[config.mk]
export PLATFORM = sky130hd
export DESIGN_NAME = cam_sync_gen
export DESIGN_NICKNAME = d
export VERILOG_FILES = /design/src/rtl/cam_sync_pkg.sv /design/src/rtl/cam_gap_counter.sv /design/src/rtl/cam_cfg_regs.sv /design/src/rtl/cam_sync_fsm.sv /design/src/rtl/cam_sync_gen.sv
export SDC_FILE = /design/constraint.sdc
export NUM_CORES = 1
export LEC_CHECK = 0
export ABC_CLOCK_PERIOD_IN_PS = 2500
export BUFFER_PORTS_ARGS = -buffer_cell sky130_fd_sc_hd__buf_2
export CELL_PAD_IN_SITES_DETAIL_PLACEMENT = 1
export CELL_PAD_IN_SITES_GLOBAL_PLACEMENT = 1
export CORE_AREA = 2 2 154 96
export DETAILED_ROUTE_END_ITERATION = 10
export DIE_AREA = 0 0 156 98
export MAX_ROUTING_LAYER = met4
export PLACE_DENSITY_LB_ADDON = 0.1
export SYNTH_ARGS = -nofsm -noshare
export SYNTH_HDL_FRONTEND = slang
export SYNTH_SLANG_ARGS = --single-unit
export TNS_END_PERCENT = 30
[constraint.sdc]
create_clock -name clk -period 2.5 [get_ports clk]
set_input_delay 0.25 -clock clk [delete_from_list [all_inputs] [get_ports clk]]
set_output_delay 0.25 -clock clk [all_outputs]
set_load 0.01 [all_outputs]
[src/rtl/cam_sync_pkg.sv]
package cam_sync_pkg;
    localparam int GAP_W   = 6;
    localparam int LEAD_W  = 6;
    localparam int TAIL_W  = 12;
    localparam int FMT_W   = 6;
    localparam int CNT_W   = 2;
    localparam int N_LANES = 4;
    localparam int EN_W    = N_LANES + 1;
    localparam int CFG_W   = GAP_W + LEAD_W + TAIL_W + FMT_W + CNT_W;

    typedef struct packed {
        logic [GAP_W-1:0]  line_gap;
        logic [LEAD_W-1:0] lead_in;
        logic [TAIL_W-1:0] tail;
        logic [FMT_W-1:0]  fmt;
        logic [CNT_W-1:0]  lanes;
    } cfg_word_t;

    typedef enum logic [1:0] {
        PH_IDLE = 2'd0,
        PH_WAIT = 2'd1,
        PH_LINE = 2'd2
    } phase_t;

    function automatic logic fmt_legal(input logic [FMT_W-1:0] code);
        case (code)
            6'h1E, 6'h2A, 6'h2B, 6'h2C,
            6'h30, 6'h31, 6'h32, 6'h33: fmt_legal = 1'b1;
            default:                    fmt_legal = 1'b0;
        endcase
    endfunction

    function automatic logic [N_LANES-1:0] lane_mask(input logic [CNT_W-1:0] n);
        for (int i = 0; i < N_LANES; i++)
            lane_mask[i] = (i <= int'(n));
    endfunction
endpackage

[src/rtl/cam_gap_counter.sv]
module cam_gap_counter #(
    parameter int W = 6
) (
    input  logic         clk,
    input  logic         rst,
    input  logic         load,
    input  logic [W-1:0] load_val,
    input  logic         dec,
    output logic         is_zero
);
    logic [W-1:0] cnt;

    always_ff @(posedge clk) begin
        if (rst)
            cnt <= '0;
        else if (load)
            cnt <= load_val;
        else if (dec && cnt != '0)
            cnt <= cnt - 1'b1;
    end

    assign is_zero = (cnt == '0);
endmodule

[src/rtl/cam_cfg_regs.sv]
module cam_cfg_regs
    import cam_sync_pkg::*;
(
    input  logic                clk,
    input  logic                rst,
    input  logic                cfg_wr,
    input  logic [CFG_W-1:0]    cfg_data,
    input  logic                en_wr,
    input  logic [EN_W-1:0]     en_data,
    input  logic                frame_take,
    output cfg_word_t           shadow,
    output cfg_word_t           active,
    output logic [EN_W-1:0]     en_q,
    output logic [N_LANES-1:0]  lane_act
);
    logic [N_LANES-1:0] mask_w;

    always_ff @(posedge clk) begin
        if (rst) begin
            shadow <= '0;
            active <= '0;
            en_q   <= '0;
        end else begin
            if (cfg_wr)     shadow <= cfg_word_t'(cfg_data);
            if (en_wr)      en_q   <= en_data;
            if (frame_take) active <= shadow;
        end
    end

    assign mask_w = lane_mask(active.lanes);

    for (genvar i = 0; i < N_LANES; i++) begin : g_lane
        assign lane_act[i] = en_q[0] & en_q[i+1] & mask_w[i];
    end
endmodule

[src/rtl/cam_sync_fsm.sv]
module cam_sync_fsm
    import cam_sync_pkg::*;
(
    input  logic   clk,
    input  logic   rst,
    input  logic   clk_lane_on,
    input  logic   fmt_ok,
    input  logic   fs,
    input  logic   ls,
    input  logic   le,
    input  logic   fe,
    input  logic   lead_z,
    input  logic   line_z,
    input  logic   tail_z,
    output phase_t phase,
    output logic   frame_take,
    output logic   line_fall,
    output logic   ovf
);
    phase_t phase_n;
    logic   pend, pend_n, endp, endp_n, ovf_n;
    logic   accept, ready;

    assign accept = ls && !endp && !fe;
    assign ready  = lead_z && line_z && !endp;

    always_comb begin
        phase_n    = phase;
        pend_n     = pend;
        endp_n     = endp;
        ovf_n      = ovf;
        frame_take = 1'b0;
        line_fall  = 1'b0;
        if (!clk_lane_on) begin
            phase_n = PH_IDLE;
            pend_n  = 1'b0;
            endp_n  = 1'b0;
        end else begin
            case (phase)
                PH_IDLE: begin
                    if (fs && fmt_ok) begin
                        phase_n    = PH_WAIT;
                        frame_take = 1'b1;
                        pend_n     = 1'b0;
                        endp_n     = 1'b0;
                    end
                end
                PH_WAIT: begin
                    if (endp && tail_z) begin
                        phase_n = PH_IDLE;
                        pend_n  = 1'b0;
                        endp_n  = 1'b0;
                    end else if (fe) begin
                        endp_n = 1'b1;
                        pend_n = 1'b0;
                    end else if (ready && (pend || accept)) begin
                        phase_n = PH_LINE;
                        pend_n  = pend && accept;
                    end else if (accept) begin
                        if (pend) ovf_n  = 1'b1;
                        else      pend_n = 1'b1;
                    end
                end
                PH_LINE: begin
                    if (fe) begin
                        endp_n = 1'b1;
                        pend_n = 1'b0;
                    end else if (accept) begin
                        if (pend) ovf_n  = 1'b1;
                        else      pend_n = 1'b1;
                    end
                    if (le) begin
                        phase_n   = PH_WAIT;
                        line_fall = 1'b1;
                    end
                end
                default: phase_n = PH_IDLE;
            endcase
        end
    end

    always_ff @(posedge clk) begin
        if (rst) begin
            phase <= PH_IDLE;
            pend  <= 1'b0;
            endp  <= 1'b0;
            ovf   <= 1'b0;
        end else begin
            phase <= phase_n;
            pend  <= pend_n;
            endp  <= endp_n;
            ovf   <= ovf_n;
        end
    end
endmodule

[src/rtl/cam_sync_gen.sv]
module cam_sync_gen
    import cam_sync_pkg::*;
(
    input  logic                clk,
    input  logic                rst,
    input  logic                cfg_wr,
    input  logic [CFG_W-1:0]    cfg_data,
    input  logic                en_wr,
    input  logic [EN_W-1:0]     en_data,
    input  logic                frame_start,
    input  logic                line_start,
    input  logic                line_end,
    input  logic                frame_end,
    output logic                vsync,
    output logic                hsync,
    output logic                pix_valid,
    output logic [N_LANES-1:0]  lane_act,
    output logic                fmt_err,
    output logic                pend_ovf
);
    cfg_word_t         shadow, active;
    logic [EN_W-1:0]   en_q;
    phase_t            phase;
    logic              frame_take, line_fall;
    logic              lead_z, line_z, tail_z;
    logic              fmt_ok, in_frame, in_wait;
    logic [TAIL_W-1:0] tail_val;

    assign fmt_ok   = fmt_legal(shadow.fmt);
    assign fmt_err  = !fmt_ok;
    assign in_frame = (phase != PH_IDLE);
    assign in_wait  = (phase == PH_WAIT);
    assign tail_val = frame_take ? shadow.tail : active.tail;

    cam_cfg_regs u_regs (
        .clk        (clk),
        .rst        (rst),
        .cfg_wr     (cfg_wr),
        .cfg_data   (cfg_data),
        .en_wr      (en_wr),
        .en_data    (en_data),
        .frame_take (frame_take),
        .shadow     (shadow),
        .active     (active),
        .en_q       (en_q),
        .lane_act   (lane_act)
    );

    cam_sync_fsm u_fsm (
        .clk         (clk),
        .rst         (rst),
        .clk_lane_on (en_q[0]),
        .fmt_ok      (fmt_ok),
        .fs          (frame_start),
        .ls          (line_start),
        .le          (line_end),
        .fe          (frame_end),
        .lead_z      (lead_z),
        .line_z      (line_z),
        .tail_z      (tail_z),
        .phase       (phase),
        .frame_take  (frame_take),
        .line_fall   (line_fall),
        .ovf         (pend_ovf)
    );

    cam_gap_counter #(.W(LEAD_W)) u_lead (
        .clk      (clk),
        .rst      (rst),
        .load     (frame_take),
        .load_val (shadow.lead_in),
        .dec      (in_frame),
        .is_zero  (lead_z)
    );

    cam_gap_counter #(.W(GAP_W)) u_line (
        .clk      (clk),
        .rst      (rst),
        .load     (frame_take || line_fall),
        .load_val (frame_take ? '0 : active.line_gap),
        .dec      (in_wait),
        .is_zero  (line_z)
    );

    cam_gap_counter #(.W(TAIL_W)) u_tail (
        .clk      (clk),
        .rst      (rst),
        .load     (frame_take || line_fall),
        .load_val (tail_val),
        .dec      (in_wait),
        .is_zero  (tail_z)
    );

    assign vsync     = in_frame && en_q[0];
    assign hsync     = (phase == PH_LINE) && en_q[0];
    assign pix_valid = hsync;
endmodule

# After elaboration in Yosys (flattened, before gate mapping)

Index checks and enable logic that the tools add are counted.
W data, S select, Z words.

Register bits after elaboration: 86
Bits of input ports: 45
Output and inout bits: 9

$add $sub $neg: 3
Magnitude comparators: 3
Eq/ne operators: 18
Mux-type cells: 38
Bitwise logic cells: 8
Reductions and logical operators: 36

Operators with widths:

| kind                    | count |
|---|---|
| $eq A6 B6 Y1 const B    | 7 |
| $mux W12                | 3 |
| $mux W6                 | 5 |
| $mux W1                 | 21 |
| $logic_and A1 B1 Y1     | 13 |
| $logic_not A12 Y1       | 1 |
| $logic_not A6 Y1        | 2 |
| $reduce_bool A12 Y1     | 1 |
| $reduce_bool A6 Y1      | 2 |
| $sub A12 B1 Y12 const B | 1 |
| $sub A6 B1 Y6 const B   | 2 |
| $mux W2                 | 5 |
| $ne A2 B2 Y1 const B    | 5 |
| $reduce_bool A2 Y1      | 5 |
| $reduce_or A8 Y1        | 1 |
| $and A1 B1 Y1           | 7 |
| $eq A6 B5 Y1 const B    | 1 |
| $ne A3 B3 Y1 const B    | 2 |
| $pmux W1 S3             | 2 |
| $pmux W2 S3             | 1 |
| $reduce_and A6 Y1       | 1 |
| $le A2 B2 Y1 const A    | 2 |
| $reduce_and A4 Y1       | 1 |
| $logic_not A1 Y1        | 3 |
| other kinds (11)        | 12 |

# Longest topological paths before layout

Depth after elaboration: 9
Depth in mapped cells: 9

# Hierarchy

From an unflattened synthesis, not the netlist that was laid out.

Cells, all modules: 484
Area, all modules: 4804.6 µm²

By module, submodules not included:

| module                       | times used | cells each | area each (µm²) |
|---|---|---|---|
| cam_cfg_regs                 | 1          | 228        | 2568.7 |
| cam_gap_counter (u_tail)     | 1          | 90         | 753.2 |
| cam_gap_counter (u_lead ...) | 2          | 42         | 371.6 |
| cam_sync_fsm                 | 1          | 46         | 401.6 |
| cam_sync_gen                 | 1          | 36         | 337.8 |

# Least setup slack after synthesis

OpenSTA, ideal clock, no wires.

Path kind: reg2reg
Start point: register u_fsm.phase[1]
End point: register u_tail.cnt[5]
Data arrival time: 1871 ps
Data required time: 2430 ps
Setup slack: 559 ps
Stages on the path, launching flop included: 9
Buffers on the path: 1
Cell sequence: dfxtp_1 inv_1 ha_1 or4b_1 buf_4 a2111o_1 o211ai_1 o211ai_1 a21oi_1

Longest elaborated chain between the ends: 5
Elaborated cells on any way between the ends: 12
Classes of those cells: 2 x eq/ne; 6 x mux; 4 x reduce/logical

RTL lines:

| item                                             | RTL line                               | source |
|---|---|---|
| from (decl)                                      | cam_sync_fsm.sv:15                     | `output phase_t phase,` |
| from (signal assigned)                           | cam_sync_fsm.sv:89                     | `phase <= phase_n;` |
| $logic_not A2 Y1 or $eq A2 B2 Y1 (tied branches) | cam_sync_fsm.sv:39                     | `case (phase)` |
| $mux W1                                          | cam_sync_fsm.sv:39                     |  |
| $mux W1                                          | cam_sync_fsm.sv:34                     | `if (!clk_lane_on) begin` |
| $mux W12 or $logic_or A1 B1 Y1 (tied branches)   | cam_sync_gen.sv:33, cam_sync_gen.sv:88 |  |
| $mux W12 or $reduce_bool A2 Y1 (tied branches)   | -                                      |  |
| to (signal assigned)                             | cam_gap_counter.sv:17                  | `cnt <= load_val;` |
| to (signal assigned)                             | cam_gap_counter.sv:19                  | `cnt <= cnt - 1'b1;` |
| to (decl)                                        | cam_gap_counter.sv:11                  | `logic [W-1:0] cnt;` |

Several ways; a longest one is shown, not always the timed one.
A chain may end at the register's enable or synchronous reset.

# Final worst setup path

Start point: register u_tail.cnt[0]
End point: register u_tail.cnt[3]

Longest elaborated chain between the ends: 3
Elaborated cells on any way between the ends: 6
Classes of those cells: 1 x add/sub; 2 x mux; 3 x reduce/logical

RTL lines:

| item                                                   | RTL line                                     | source |
|---|---|---|
| $sub A12 B1 Y12 or $reduce_bool A12 Y1 (tied branches) | cam_gap_counter.sv:19, cam_gap_counter.sv:18 |  |
| $mux W12 or $logic_and A1 B1 Y1 (tied branches)        | cam_gap_counter.sv:18                        | `else if (dec && cnt != '0)` |
| $mux W12 or $reduce_bool A2 Y1 (tied branches)         | -                                            |  |

Several ways; a longest one is shown, not always the timed one. The select of a mux whose other input is x is not followed.

==> metrics <==
via count=3545; status=complete, no violations; latest clock arrival within the worst-skew pair=340 ps; Post-CTS Setup Bufs=0; CP peak stage delay=600 ps; Finished Cell Area=0.00488 mm²; root buf cell=clkbuf_16; Fillers=1647; CTS resizes=0; CTS tree=done; ys async rst share=0%; DRT iter0 DRCs=164; Sequential Area=0.00172 mm²; Yosys top cell area share=42.2%; Critical Path Source=u_tail.cnt[0]$_SDFFE_PP0P_; worst min-delay path class=input port to flop; pin count of the biggest net entering global routing=53; Starting Density=29.2%; Leak=1.97 nW; I/O pin cnt=54; antenna violations before repair=0; ranking of synthesized cells by area=dfxtp_1 42%, mux2i_1 11%, nor2_1 5.7%, nand2_1 5.2%, a21oi_1 4.5%; share of cells above drive strength 1=18.7%; final WL=11.7 mm; WHS=141 ps; critical path class=flop to flop; Die Area=0.0153 mm²; drt first pass iters=4; Final Skew=9.83 ps; register area share after synthesis=42.2%; vias in the first global route=3686; Critical Path Sink=u_tail.cnt[3]$_SDFFE_PP0P_; critical path capture point type=flop; grt total ovfl=0; syn_nets=525; post-synthesis cell type count=59; post-synth top area cell=dfxtp_1; RSZ-0062 raised after global routing=false; final setup fails=0; Power Dens Cells=604 mW/mm²; DRC=0; H-Tree Depth=3; ys flop type=dfxtp_1; yosys warns=0; hold_buf cts=0; die span in y=98 µm; area grow syn2layout=19.7%; FF+latch count, synth=86; startpoint class of the critical path=flop; CP required=2720 ps; mean cell area of the mapped netlist=8.68 µm²; R2R Setup Slk=290 ps; fin crit share=88.6%; FP Rows=34; Via density=5.04; gr usage total=16.6%; R2R cell count=7; antenna diode instance count=0; Slew @ Worst Pin=640 ps; placed instance area=0.00459 mm²; reg2reg end=u_tail.cnt[3]$_SDFFE_PP0P_; CTS buffer count=9; Syn Inst Count=470; max-slew violation count=0; Nets=574; worst r2r src=u_tail.cnt[0]$_SDFFE_PP0P_; Final HPWL DP=8.69 mm; Max clock buf depth=2; CTS sink count=86; Worst-path clk slew=70 ps; Max Fclk=452 MHz; Critical Path Fanout Max=4; Critical Path AT=2430 ps; Hold Vio Cnt, Final=0; routability congestion estimate=0.774; Slew HR=57.3%; CP cell instances=inv_1, ha_1, or4b_2, nor3_1, nor4_1, a211oi_1, a211oi_1; core area=0.0140 mm²; Die Width=156 µm; Crit path top cell by count=a211oi_1; Routed WL per cell=16.6 µm; first-pass GRT wire length=19.3 mm; post-route antenna net violation count=0; maxcap violations=0; Post-Syn Area=0.00408 mm²; worst vdd ir=0.276 mV; min Tclk post-route=2210 ps; area of the multi-input gates=0.00218 mm²; number of flops mapped to enable cells by yosys=0; Fin Setup TNS=0 ps; slowest CP cell=or4b_2; PortBufs=53
==> per-layer routing <==
| metal | track usage, % | part of all wire, % | vias up |
|---|---|---|---|
| li1 | - | - | 1758 |
| met1 | 25.5 | 57 | 1737 |
| met2 | 21.8 | 39 | 45 |
| met3 | 3.46 | 3.3 | 5 |
| met4 | 3.67 | 0.49 | 0 |
| met5 | - | 0 | - |
==> worst max-delay path, delay by kind of cell (launching register included) <==
| kind | cells | cell delay, ps |
|---|---|---|
| AOI/OAI and AO/OA | 2 | 370 |
| adders and majority gates | 1 | 190 |
| buffers and inverters | 1 | 80 |
| DFF | 1 | 330 |
| and+or+nand+nor | 3 | 1120 |
==> cells in the mapped netlist, types with 3 or more instances <==
| library cell | n |
|---|---|
| a211o_1 | 6 |
| a211oi_1 | 14 |
| a21oi_1 | 37 |
| a31oi_1 | 5 |
| and2_1 | 3 |
| and3_1 | 4 |
| buf_1 | 4 |
| buf_2 | 3 |
| clkbuf_1 | 21 |
| dfxtp_1 | 86 |
| ha_1 | 10 |
| inv_1 | 14 |
| mux2i_1 | 43 |
| nand2_1 | 57 |
| nand2b_1 | 5 |
| nand3_1 | 4 |
| nand3b_1 | 4 |
| nor2_1 | 62 |
| nor2b_1 | 4 |
| nor3_1 | 12 |
| nor3b_1 | 3 |
| nor4_1 | 3 |
| o211ai_1 | 6 |
| o21ai_0 | 6 |
| o311ai_0 | 3 |
| or3_1 | 4 |
| xnor2_1 | 3 |
==> registers in the layout, summed over array words and instances (netlist names) <==
name	flops
u_regs.en_q	5
u_tail.cnt	12
u_fsm.ovf	1
u_fsm.endp	1
u_regs.active	20
u_line.cnt	6
u_regs.shadow	32
u_fsm.pend	1
u_lead.cnt	6
u_fsm.phase	2
==> stage by stage <==
stage / setup slack [ps] / util, % / cells / total power [W]
3_5_place_dp: 326 / 32.8 / 688 / 0.00163
4_1_cts: 304 / 34.9 / 704 / 0.00301
6_report: 285 / 34.9 / 704 / 0.00295
3_3_place_gp: 351 / 32.8 / 688 / 0.00162
5_1_grt: 115 / 34.9 / 704 / 0.00308
2_1_floorplan: 559 / - / 470 / 0.00155
==> cell families (layout without fill, tap and decap cells) <==
group / Yosys count / in the layout / share of synthesized area, %
fa+ha+maj: 10 / 10 / 3.07
compound gates: 98 / 98 / 16.1
flops: 86 / 86 / 42.2
buf+inv: 45 / 99 / 4.60
xor+xnor: 5 / 5 / 1.07
mux: 43 / 43 / 10.5
simple gates: 183 / 183 / 22.5
==> area by class of cell <==
class | count | share of cell area [%]
Clock buffer | 10 | 4.69
Clock inverter | 6 | 1.43
Inverter | 14 | 1.08
Multi-Input combinational cell | 339 | 44.5
Sequential cell | 86 | 35.2
Tap cell | 180 | 4.61
Timing Repair Buffer | 69 | 8.40
==> where the power goes <==
| part | total, W | switching [W] | internal (W) |
|---|---|---|---|
| logic | 0.000161 | 0.0000849 | 0.0000761 |
| registers | 0.00143 | 0.0000279 | 0.00141 |
| clock network | 0.00136 | 0.000575 | 0.000782 |
==> placed cells by master, fill, tap and decap left out, types with 6 or more instances in the layout <==
cell / Yosys / layout
mux2i_1: 43 / 43
a211o_1: 6 / 6
inv_1: 14 / 14
nor3_1: 12 / 12
o211ai_1: 6 / 6
a21oi_1: 37 / 37
nor2_1: 62 / 62
nand2_1: 57 / 57
clkbuf_16: 0 / 9
a211oi_1: 14 / 14
buf_2: 3 / 53
dfxtp_1: 86 / 86
buf_4: 2 / 14
ha_1: 10 / 10
==> worst min-delay path by stage <==
stage / startpoint / endpoint / slack, ps / cells past startpoint
6_report: cfg_data[28] / u_regs.shadow[28]$_SDFFE_PP0P_ / 140 / 3
5_1_grt: cfg_data[28] / u_regs.shadow[28]$_SDFFE_PP0P_ / 140 / 3
4_1_cts: cfg_data[28] / u_regs.shadow[28]$_SDFFE_PP0P_ / 130 / 3
3_5_place_dp: u_regs.active[19]$_SDFFE_PP0P_ / u_regs.active[19]$_SDFFE_PP0P_ / 450 / 2
3_3_place_gp: u_regs.active[16]$_SDFFE_PP0P_ / u_regs.active[16]$_SDFFE_PP0P_ / 440 / 2
2_1_floorplan: frame_end / u_fsm.ovf$_SDFFE_PP0P_ / 350 / 1
Power figures use the tool's default switching activity.
